==> src/rtl/fd_pkg.sv <==
package fd_pkg;
  localparam int CH_W   = 8;
  localparam int CHANS  = 3;
  localparam int PIX_W  = CH_W * CHANS;
  localparam int SIZE_W = 12;

  typedef enum logic [1:0] {
    ST_SEEK = 2'd0,
    ST_RECV = 2'd1,
    ST_EMIT = 2'd2
  } fd_state_e;
endpackage

==> src/rtl/fd_blend.sv <==
module fd_blend #(
  parameter int CH_W  = 8,
  parameter int CHANS = 3
) (
  input  logic [CH_W*CHANS-1:0] a_i,
  input  logic [CH_W*CHANS-1:0] b_i,
  output logic [CH_W*CHANS-1:0] y_o
);
  for (genvar c = 0; c < CHANS; c++) begin : g_ch
    logic [CH_W-1:0] a_c, b_c, y_c;
    logic [CH_W:0]   sum_c;
    assign a_c   = a_i[c*CH_W +: CH_W];
    assign b_c   = b_i[c*CH_W +: CH_W];
    assign sum_c = {1'b0, a_c} + {1'b0, b_c} + {{CH_W{1'b0}}, 1'b1};
    assign y_c   = sum_c[CH_W:1];
    assign y_o[c*CH_W +: CH_W] = y_c;

    // rounded mean always lies between its two operands
    always_comb begin
      assert_avg_range_R4: assert ((y_c >= ((a_c < b_c) ? a_c : b_c)) &&
                                   (y_c <= ((a_c < b_c) ? b_c : a_c)))
        else $error("channel average outside operand range");
    end
  end
endmodule

==> src/rtl/fd_line_mem.sv <==
module fd_line_mem #(
  parameter int ADDR_W = 4,
  parameter int W      = 24
) (
  input  logic              clk,
  input  logic              wr_en,
  input  logic              wr_bank,
  input  logic [ADDR_W-1:0] wr_addr,
  input  logic [W-1:0]      wr_data,
  input  logic              rd_bank,
  input  logic [ADDR_W-1:0] rd_addr,
  output logic [W-1:0]      cur_o,
  output logic [W-1:0]      prev_o
);
  localparam int DEPTH = 1 << ADDR_W;
  localparam int BANKS = 2;

  logic [W-1:0] bank_q [BANKS];

  for (genvar b = 0; b < BANKS; b++) begin : g_bank
    logic [W-1:0] store [DEPTH];
    always_ff @(posedge clk) begin
      if (wr_en && (wr_bank == 1'(b))) store[wr_addr] <= wr_data;
    end
    assign bank_q[b] = store[rd_addr];
  end

  assign cur_o  = bank_q[rd_bank];
  assign prev_o = bank_q[~rd_bank];
endmodule

==> src/rtl/fd_seq.sv <==
module fd_seq
  import fd_pkg::*;
#(
  parameter int ADDR_W    = 4,
  parameter bit FULL_RATE = 1'b1,
  parameter bit EVEN_ID   = 1'b0
) (
  input  logic              clk,
  input  logic              rst_n,
  input  logic [SIZE_W-1:0] len_i,
  input  logic [SIZE_W-1:0] lines_i,
  input  logic              in_valid,
  input  logic              in_vsync,
  input  logic              in_hsync,
  input  logic              in_field,
  output logic              in_ready,
  output logic              wr_en,
  output logic              wr_bank,
  output logic [ADDR_W-1:0] wr_addr,
  output logic              rd_bank,
  output logic [ADDR_W-1:0] rd_addr,
  output logic              emit_valid,
  output logic              emit_avg,
  output logic              emit_vsync,
  output logic              emit_hsync
);
  localparam int DEPTH = 1 << ADDR_W;

  fd_state_e         st;
  logic              started;
  logic [SIZE_W-1:0] cfg_len, cfg_lines;
  logic [SIZE_W-1:0] pix_cnt, line_cnt;
  logic              even_q, drop_q;
  logic [1:0]        emit_j;

  logic [SIZE_W-1:0] len_eff, lines_eff, idx, lidx;
  logic              accept, field_start, take, f_even, f_drop;
  logic              line_end, field_last;
  logic              first_line, last_line, pix_end;
  logic [1:0]        emit_cnt;

  always_comb begin
    len_eff     = started ? cfg_len : len_i;
    lines_eff   = started ? cfg_lines : lines_i;
    in_ready    = (st != ST_EMIT);
    accept      = in_valid && in_ready;
    field_start = accept && (st == ST_SEEK) && in_vsync;
    take        = field_start || (accept && (st == ST_RECV));
    idx         = (st == ST_SEEK) ? '0 : pix_cnt;
    lidx        = (st == ST_SEEK) ? '0 : line_cnt;
    f_even      = (st == ST_SEEK) ? (in_field == EVEN_ID) : even_q;
    f_drop      = (st == ST_SEEK) ? (!FULL_RATE && (in_field != EVEN_ID)) : drop_q;
    line_end    = take && (idx == len_eff - SIZE_W'(1));
    field_last  = (lidx == lines_eff - SIZE_W'(1));

    wr_en   = take;
    wr_bank = lidx[0];
    wr_addr = idx[ADDR_W-1:0];

    first_line = (line_cnt == '0);
    last_line  = (line_cnt == cfg_lines - SIZE_W'(1));
    pix_end    = (pix_cnt == cfg_len - SIZE_W'(1));
    emit_cnt   = 2'd2 - {1'b0, first_line && even_q} + {1'b0, last_line && even_q};

    emit_valid = (st == ST_EMIT);
    emit_avg   = emit_valid && (emit_j == 2'd0) && !first_line;
    emit_hsync = emit_valid && (pix_cnt == '0);
    emit_vsync = emit_hsync && (emit_j == 2'd0) && first_line;
    rd_addr    = pix_cnt[ADDR_W-1:0];
    rd_bank    = line_cnt[0];
  end

  always_ff @(posedge clk or negedge rst_n) begin
    if (!rst_n) begin
      st        <= ST_SEEK;
      started   <= 1'b0;
      cfg_len   <= '0;
      cfg_lines <= '0;
      pix_cnt   <= '0;
      line_cnt  <= '0;
      even_q    <= 1'b0;
      drop_q    <= 1'b0;
      emit_j    <= 2'd0;
    end else begin
      if (field_start) begin
        if (!started) begin
          started   <= 1'b1;
          cfg_len   <= len_i;
          cfg_lines <= lines_i;
        end
        even_q <= f_even;
        drop_q <= f_drop;
      end
      if (take) begin
        if (line_end) begin
          pix_cnt <= '0;
          if (f_drop) begin
            if (field_last) begin
              st <= ST_SEEK;
            end else begin
              st       <= ST_RECV;
              line_cnt <= lidx + SIZE_W'(1);
            end
          end else begin
            st       <= ST_EMIT;
            line_cnt <= lidx;
            emit_j   <= 2'd0;
          end
        end else begin
          st       <= ST_RECV;
          pix_cnt  <= idx + SIZE_W'(1);
          line_cnt <= lidx;
        end
      end
      if (st == ST_EMIT) begin
        if (pix_end) begin
          pix_cnt <= '0;
          if (emit_j == emit_cnt - 2'd1) begin
            emit_j <= 2'd0;
            if (last_line) begin
              st <= ST_SEEK;
            end else begin
              st       <= ST_RECV;
              line_cnt <= line_cnt + SIZE_W'(1);
            end
          end else begin
            emit_j <= emit_j + 2'd1;
          end
        end else begin
          pix_cnt <= pix_cnt + SIZE_W'(1);
        end
      end
    end
  end

  // captured sizes never move once processing has begun
  assert_cfg_hold_R10: assert property (@(posedge clk) disable iff (!rst_n)
    $past(started) |-> ($stable(cfg_len) && $stable(cfg_lines)));

  // each stored pixel fits the line bank
  assert_addr_fit_R3: assert property (@(posedge clk) disable iff (!rst_n)
    take |-> ({1'b0, idx} < (SIZE_W+1)'(DEPTH)));

  // the first stored pixel of every line arrives flagged as a line start
  assert_line_start_R3: assert property (@(posedge clk) disable iff (!rst_n)
    (take && (idx == '0)) |-> in_hsync);

  // a discarded field never enters emission
  assert_drop_silent_R9: assert property (@(posedge clk) disable iff (!rst_n)
    ((st == ST_RECV) && drop_q) |=> (st != ST_EMIT));
endmodule

==> src/rtl/field_doubler.sv <==
module field_doubler
  import fd_pkg::*;
#(
  parameter int ADDR_W    = 4,
  parameter bit FULL_RATE = 1'b1,
  parameter bit EVEN_ID   = 1'b0
) (
  input  logic              clk,
  input  logic              rst_n,
  input  logic [SIZE_W-1:0] line_len,
  input  logic [SIZE_W-1:0] field_lines,
  input  logic [PIX_W-1:0]  in_pix,
  input  logic              in_valid,
  output logic              in_ready,
  input  logic              in_vsync,
  input  logic              in_hsync,
  input  logic              in_field,
  output logic [PIX_W-1:0]  out_pix,
  output logic              out_valid,
  output logic              out_vsync,
  output logic              out_hsync
);
  logic              wr_en, wr_bank, rd_bank;
  logic [ADDR_W-1:0] wr_addr, rd_addr;
  logic              emit_valid, emit_avg, emit_vsync, emit_hsync;
  logic [PIX_W-1:0]  cur_pix, prev_pix, mean_pix;

  fd_seq #(
    .ADDR_W   (ADDR_W),
    .FULL_RATE(FULL_RATE),
    .EVEN_ID  (EVEN_ID)
  ) u_seq (
    .clk       (clk),
    .rst_n     (rst_n),
    .len_i     (line_len),
    .lines_i   (field_lines),
    .in_valid  (in_valid),
    .in_vsync  (in_vsync),
    .in_hsync  (in_hsync),
    .in_field  (in_field),
    .in_ready  (in_ready),
    .wr_en     (wr_en),
    .wr_bank   (wr_bank),
    .wr_addr   (wr_addr),
    .rd_bank   (rd_bank),
    .rd_addr   (rd_addr),
    .emit_valid(emit_valid),
    .emit_avg  (emit_avg),
    .emit_vsync(emit_vsync),
    .emit_hsync(emit_hsync)
  );

  fd_line_mem #(
    .ADDR_W(ADDR_W),
    .W     (PIX_W)
  ) u_mem (
    .clk    (clk),
    .wr_en  (wr_en),
    .wr_bank(wr_bank),
    .wr_addr(wr_addr),
    .wr_data(in_pix),
    .rd_bank(rd_bank),
    .rd_addr(rd_addr),
    .cur_o  (cur_pix),
    .prev_o (prev_pix)
  );

  fd_blend #(
    .CH_W (CH_W),
    .CHANS(CHANS)
  ) u_blend (
    .a_i(prev_pix),
    .b_i(cur_pix),
    .y_o(mean_pix)
  );

  always_ff @(posedge clk or negedge rst_n) begin
    if (!rst_n) begin
      out_pix   <= '0;
      out_valid <= 1'b0;
      out_vsync <= 1'b0;
      out_hsync <= 1'b0;
    end else begin
      out_pix   <= emit_avg ? mean_pix : cur_pix;
      out_valid <= emit_valid;
      out_vsync <= emit_vsync;
      out_hsync <= emit_hsync;
    end
  end

  // output only follows a cycle in which input was held off
  assert_no_overlap_R1: assert property (@(posedge clk) disable iff (!rst_n)
    out_valid |-> $past(!in_ready));

  // frame start is also a line start and a valid beat
  assert_frame_flag_R7: assert property (@(posedge clk) disable iff (!rst_n)
    out_vsync |-> (out_hsync && out_valid));

  // line start only on a valid beat
  assert_line_flag_R7: assert property (@(posedge clk) disable iff (!rst_n)
    out_hsync |-> out_valid);
endmodule

==> config.mk <==
export PLATFORM = sky130hd
export DESIGN_NAME = field_doubler
export DESIGN_NICKNAME = d
export VERILOG_FILES = /design/src/rtl/fd_pkg.sv /design/src/rtl/fd_blend.sv /design/src/rtl/fd_line_mem.sv /design/src/rtl/fd_seq.sv /design/src/rtl/field_doubler.sv
export SDC_FILE = /design/constraint.sdc
export NUM_CORES = 1
export LEC_CHECK = 0
export ABC_AREA = 1
export BUFFER_PORTS_ARGS = -buffer_cell sky130_fd_sc_hd__buf_2
export CORE_MARGIN = 2
export CORE_UTILIZATION = 45
export CTS_CLUSTER_DIAMETER = 60
export DETAILED_ROUTE_END_ITERATION = 6
export PLACE_DENSITY_LB_ADDON = 0.3
export SYNTH_ARGS = -nofsm -noshare
export SYNTH_HDL_FRONTEND = slang
export SYNTH_SLANG_ARGS = --single-unit
==> constraint.sdc <==
create_clock -name clk -period 10.9 [get_ports clk]
set_input_delay 1.635 -clock clk [delete_from_list [all_inputs] [get_ports clk]]
set_output_delay 1.635 -clock clk [all_outputs]
set_load 0.01 [all_outputs]
* Word-level counts from Yosys, hierarchy flattened
Memory sizes are Yosys's and may differ from the RTL's.
Index checks and enable logic that the tools add are counted.
** Cells by class
- $add $sub $neg :: 18
- Order comparisons :: 2
- Eq/ne operators :: 8
- Multiplexer cells :: 42
- Bitwise operators :: 5
- Reductions and logical operators :: 22
** Operators by type and width (number)
- 12-bit two-way mux :: 16
- 24-bit two-way mux :: 7
- 12-bit by 1-bit adder with 12-bit output, second input constant :: 4
- 12-bit == test :: 4
- 12-bit by 1-bit subtractor with 12-bit output, second input constant :: 4
- 8-bit by 8-bit adder with 9-bit output :: 3
- 9-bit by 1-bit adder with 9-bit output, second input constant :: 3
- 12-bit logical NOT :: 2
- 2-bit two-way mux :: 12
- 1-bit logical AND :: 14
- 1-bit two-way mux :: 7
- 2-bit >= comparator, second input constant :: 2
- 2-bit logical NOT :: 2
- 1-bit NOT with 2-bit output :: 2
- 1-bit NOT :: 3
- 2-bit by 1-bit adder with 2-bit output :: 1
- 2-bit by 1-bit adder with 2-bit output, second input constant :: 1
- 2-bit by 1-bit == test with 1-bit output, second input constant :: 1
- 2-bit == test :: 1
- 2-bit == test, second input constant :: 1
- 2-bit != test, second input constant :: 1
- 2-bit AND reduction :: 1
- 2-bit nonzero test :: 1
- 2-bit by 1-bit subtractor with 2-bit output, first input constant :: 1
- 3 further kinds :: 3
** Word-level totals
- Register bits after elaboration :: 82
- RAM bits :: 768
- Input port bits :: 54
- Output and inout bits :: 28
- Memories :: 2
** Memories
- u_mem.g_bank[0].store :: words 16, bits a word 24, rd ports 1, clocked after memory_dff 0, wr ports 1, RTL line fd_line_mem.sv:21 : logic [W-1:0] store [DEPTH];
- u_mem.g_bank[1].store :: words 16, bits a word 24, rd ports 1, clocked after memory_dff 0, wr ports 1, RTL line fd_line_mem.sv:21

* Logic depth before layout (Yosys ltp)
- Depth after elaboration :: 12
- Gate-level depth with buffers :: 23

* By module
Synthesis repeated with hierarchy kept, for this count alone.
** Second synthesis, totals
- Cell total of the unflattened synthesis :: 4632
- Area total of the unflattened synthesis :: 41871.4 um2
** Modules (own cells, without submodules)
- fd_line_mem :: times used 1, cells each 3312, area an instance 33711.1 um2, seq. area each 23062.1 um2
- fd_seq :: times used 1, cells each 1026, area an instance 6063.3 um2, seq. area each 1376.3 um2
- field_doubler :: times used 1, cells each 105, area an instance 1049.8 um2, seq. area each 675.6 um2
- fd_blend :: times used 1, cells each 189, area an instance 1047.3 um2, seq. area each 0.0 um2

* Worst setup path after synthesis
Ideal clock, no wire load.
- Path kind :: input-to-reg
- From :: input in_vsync
- To :: memory u_mem.g_bank[1].store[7][0], enable pin
- Setup time :: 0.435 ns
- Arrival :: 3.728 ns
- Slack :: 6.736 ns
- Stages :: 4
- Cells stage by stage :: nand3_1 > nand2_1 > nand2_1 > nor3_1
** Between the ends
- Word-level cells in the longest chain between the ends :: 5
** RTL lines
- from (decl) :: RTL line field_doubler.sv:15 : input logic in_vsync,
- 1-bit logical AND :: RTL line fd_seq.sv:47 : field_start = accept && (st == ST_SEEK) && in_vsync;
- 1-bit logical OR :: RTL line fd_seq.sv:48 : take = field_start || (accept && (st == ST_RECV));
- 1-bit logical AND :: RTL line fd_line_mem.sv:23 : if (wr_en && (wr_bank == 1'(b))) store[wr_addr] <= wr_data;
- 1-bit two-way mux :: RTL line fd_line_mem.sv:23
- 1-bit two-way mux (not written as such) :: RTL line fd_line_mem.sv:23
- to (decl) :: RTL line fd_line_mem.sv:21
No other way between the ends.

* Worst setup path after layout
- From :: register u_seq.pix_cnt[1]
- To :: register out_pix[13]
** Between the ends
- Word-level cells in the longest chain between the ends :: 7
- Elaborated cells on any way between the ends :: 11
- Classes of those cells :: add/sub (2); mux (7); memory (2)
** RTL lines
- from (decl) :: RTL line fd_seq.sv:32 : logic [SIZE_W-1:0] pix_cnt, line_cnt;
- from (signal assigned) :: RTL line fd_seq.sv:111 : pix_cnt <= idx + SIZE_W'(1);
- from (signal assigned) :: RTL line fd_seq.sv:130 : pix_cnt <= pix_cnt + SIZE_W'(1);
- memory 16 x 24 bit
- 24-bit two-way mux (on tied branches) (3 in a row) :: RTL line fd_line_mem.sv:29, fd_line_mem.sv:28
- 8-bit by 8-bit adder with 9-bit output :: RTL line fd_blend.sv:14 : assign sum_c = {1'b0, a_c} + {1'b0, b_c} + {{CH_W{1'b0}}, 1'b1};
- 9-bit by 1-bit adder with 9-bit output :: RTL line fd_blend.sv:14
- 24-bit two-way mux (*) :: RTL line field_doubler.sv:84 : out_pix <= emit_avg ? mean_pix : cur_pix;
- to (signal assigned) :: RTL line field_doubler.sv:84
- to (decl) :: RTL line field_doubler.sv:18 : output logic [PIX_W-1:0] out_pix,
Mark *: on every way between the ends. The rest lies on a longest branch, timed or not. The select of a mux whose other input is x is not followed.
A chain may end at the register's enable or synchronous reset.

==> out/summary.txt <==
kind of critical path = flop to flop
outcome = completed
share of cells above drive strength 1 = 10.4%
commonest cells after routing, fill and taps aside = edfxtp_1, nand2_1, nor2_1, o21ai_0, nand3_1
register area share after synthesis = 66.3%
Post-Synth Adder-Cell Area = 1.35%
final wirelength = 107000 um
Pre-antenna DRT Iters = 6
largest family of logic cells by synthesized area = simple AND/OR/NAND/NOR gates
Setup Buffers After CTS = 0
maximum fanout along the worst path = 69
total congestion overflow = 0
post-synthesis xor/xnor area fraction = 1.66%
hold crit path type = flop to flop
hold depth = 2
Post-synth EDFFs = 768
share of the synthesized area in the top cell type = 60.9%
Initial Utilization = 45.3%
Power, Total = 6.82 mW
Cell Pwr Density = 160 mW/mm2
IO Pins = 82
total CTS buffers = 91
Worst Tran Pin Value = 0.939 ns
Mapped Area = 0.0379 mm2
Synth Area in Compound Gates = 11.6%
clock skew = 0.0375 ns
yosys warns = 0
ys flop type = edfxtp_1
Hold Fails Final Rpt = 0
DR vias/cell = 5.79
# rows = 106
CP Capture Type = flop
vias in the first global route = 25012
RSZ-0062 raised after global routing = false
fin area = 0.0427 mm2
Clock Sinks = 850
Die Span Y = 294 um
DRT iter0 DRCs = 3459
Final Slew Violations = 0
leakage power = 15.6 nW
Fmax = 190 MHz
Max clock buf depth = 3
Fin Setup TNS = 0 ns
post-synthesis mux area share = 0%
hold endpoint = u_seq.even_q
clk_lat worst skew = 0.66 ns
Routed Antenna Nets = 0
final setup fails = 0
min-delay src = u_seq.even_q
Max Cap Violations = 0
Simple-Gate Fraction of Synth Area = 15.5%
Yosys cell types = 51
DR WL/cell = 22.9 um
Area Overhead vs Synth = 12.7%
Area contributors post-synth = edfxtp_1, o21ai_0, nand2_1, nor2_1, dfrtp_1
cell taking the most area after synthesis = edfxtp_1
fin crit share = 48.4%
Clk pin slew, worst setup/hold paths = 0.06 ns
CTS tree = yes
Core Util, Final = 51.1%
clk root buf = clkbuf_16
vias = 27141
reg2reg setup slack = 5.63 ns
largest net degree at the start of global routing = 181
Post-CTS Hold Fix Bufs = 0
core footprint = 0.0836 mm2
Area after DPL = 0.0396 mm2
Worst EP required = 11.42 ns
total track usage = 24.6%
H-Tree Level Count = 3
cell count after synthesis = 3496
# DRC = 0
terminus of the critical flop-to-flop path = out_pix[13]
post-synthesis async set-or-reset flop share = 9.65%
I/O Buffers = 80
Worst Hold Slack = 0.519 ns
post_cts resized = 0
GP Congestion = 0.891
number of nets in the layout = 3625
fill count = 7260
Reg2Reg Depth = 18
Mapped Avg Cell Area = 10.8 um2
ant diodes = 0
Worst VDD drop = 134 uV
Post-DP HPWL = 59900 um
full die area = 0.0865 mm2
commonest non-fill, non-tap cell in the layout = edfxtp_1
Syn Nets = 3589
first-pass GRT wire length = 158000 um
Max-slew headroom = 37.2%
antenna violations before repair = 8
Critical Path AT = 5.79 ns
Worst setup SP type = flop
flops & latches, synth = 850
Period minus WS final = 5.27 ns
RR Startpoint = u_seq.pix_cnt[1]
Chip Width = 294 um
==> sequential cells by signal, summed over array words and instances (netlist names), 2 cells and up <==
register            flops
u_seq.cfg_len          12
u_mem.g_bank.store    768
u_seq.pix_cnt          12
out_pix                24
u_seq.emit_j            2
u_seq.line_cnt         12
u_seq.st                2
u_seq.cfg_lines        12
==> power breakdown <==
part	switching [mW]	internal [mW]
logic	0.0467	0.00716
clock network	1.30	1.91
registers	0	3.55
==> cell families (layout without fill, tap and decap cells) <==
| kind of cell | count (synthesis) | in the layout |
|---|---|---|
| flops | 850 | 850 |
| buf+inv | 346 | 458 |
| fa+ha+maj | 39 | 39 |
| xor+xnor | 71 | 71 |
| compound gates | 763 | 763 |
| simple gates | 1427 | 1427 |
==> worst max path at each step <==
| stage | start | endpoint | slack (ns) |
|---|---|---|---|
| floorplan | in_vsync | u_mem.g_bank[1].store[7][0] | 6.74 |
| global placement | u_seq.pix_cnt[1] | out_pix[13] | 5.75 |
| detailed placement | u_seq.pix_cnt[1] | out_pix[13] | 5.74 |
| CTS | u_seq.pix_cnt[1] | out_pix[13] | 5.67 |
| global route | u_seq.pix_cnt[1] | out_pix[13] | 5.35 |
| finish | u_seq.pix_cnt[1] | out_pix[13] | 5.63 |
==> Yosys cell counts (all sizes together), types with 6 or more instances <==
cell    instances
dfrtp          82
or2             8
ha             36
nor2          581
buf            52
inv           142
clkbuf        151
a21oi          50
o22ai         106
a31oi          16
nand2         611
o211ai         24
nor3           27
edfxtp        768
o21ai         475
xnor2          23
xor2           48
nand3b          6
o221ai         74
nand3         168
nand4          17
==> per-layer routing <==
metal | vias up | share of wire, % | wire length [um] | track usage (%)
met5 | - | 0.010 | 11 | 0
met4 | 2 | 3.6 | 3890 | 9.01
met3 | 227 | 7.6 | 8140 | 3.72
met2 | 1178 | 47 | 50000 | 39.3
met1 | 13243 | 42 | 45400 | 34.1
li1 | 12491 | - | - | -
==> stage by stage <==
stage          setup slack (ns)  cells
3_3_place_gp               5.75   4519
4_1_cts                    5.67   4688
2_1_floorplan              6.74   3496
3_5_place_dp               5.74   4519
5_1_grt                    5.35   4688
6_report                   5.63   4688
==> critical path: stages, from the launching register on <==
cell and delay, ns:
dfrtp_4 0.58, inv_4 0.45, buf_4 0.75, buf_4 0.72, o21ai_0 0.25, o221ai_1 0.24
nand3_1 0.11, nand3_1 0.29, nand2_1 0.09, nand2_1 0.11, ha_1 0.28, a21oi_1 0.14
inv_1 0.05, a31oi_1 0.21, inv_1 0.07, a21oi_1 0.13, nor2_1 0.08, o21a_1 0.18
o31ai_1 0.31
==> area by class of cell <==
class / instances / area, um2 / share of cell area [%]
sequential: 850 / 25100 / 58.8
multi-input combinational: 2300 / 11600 / 27.2
clock buffer: 110 / 2390 / 5.60
tap: 1080 / 1350 / 3.16
timing repair buffer: 146 / 923 / 2.16
clock inverter: 59 / 739 / 1.73
inverter: 143 / 547 / 1.28
Power figures use the tool's default switching activity.
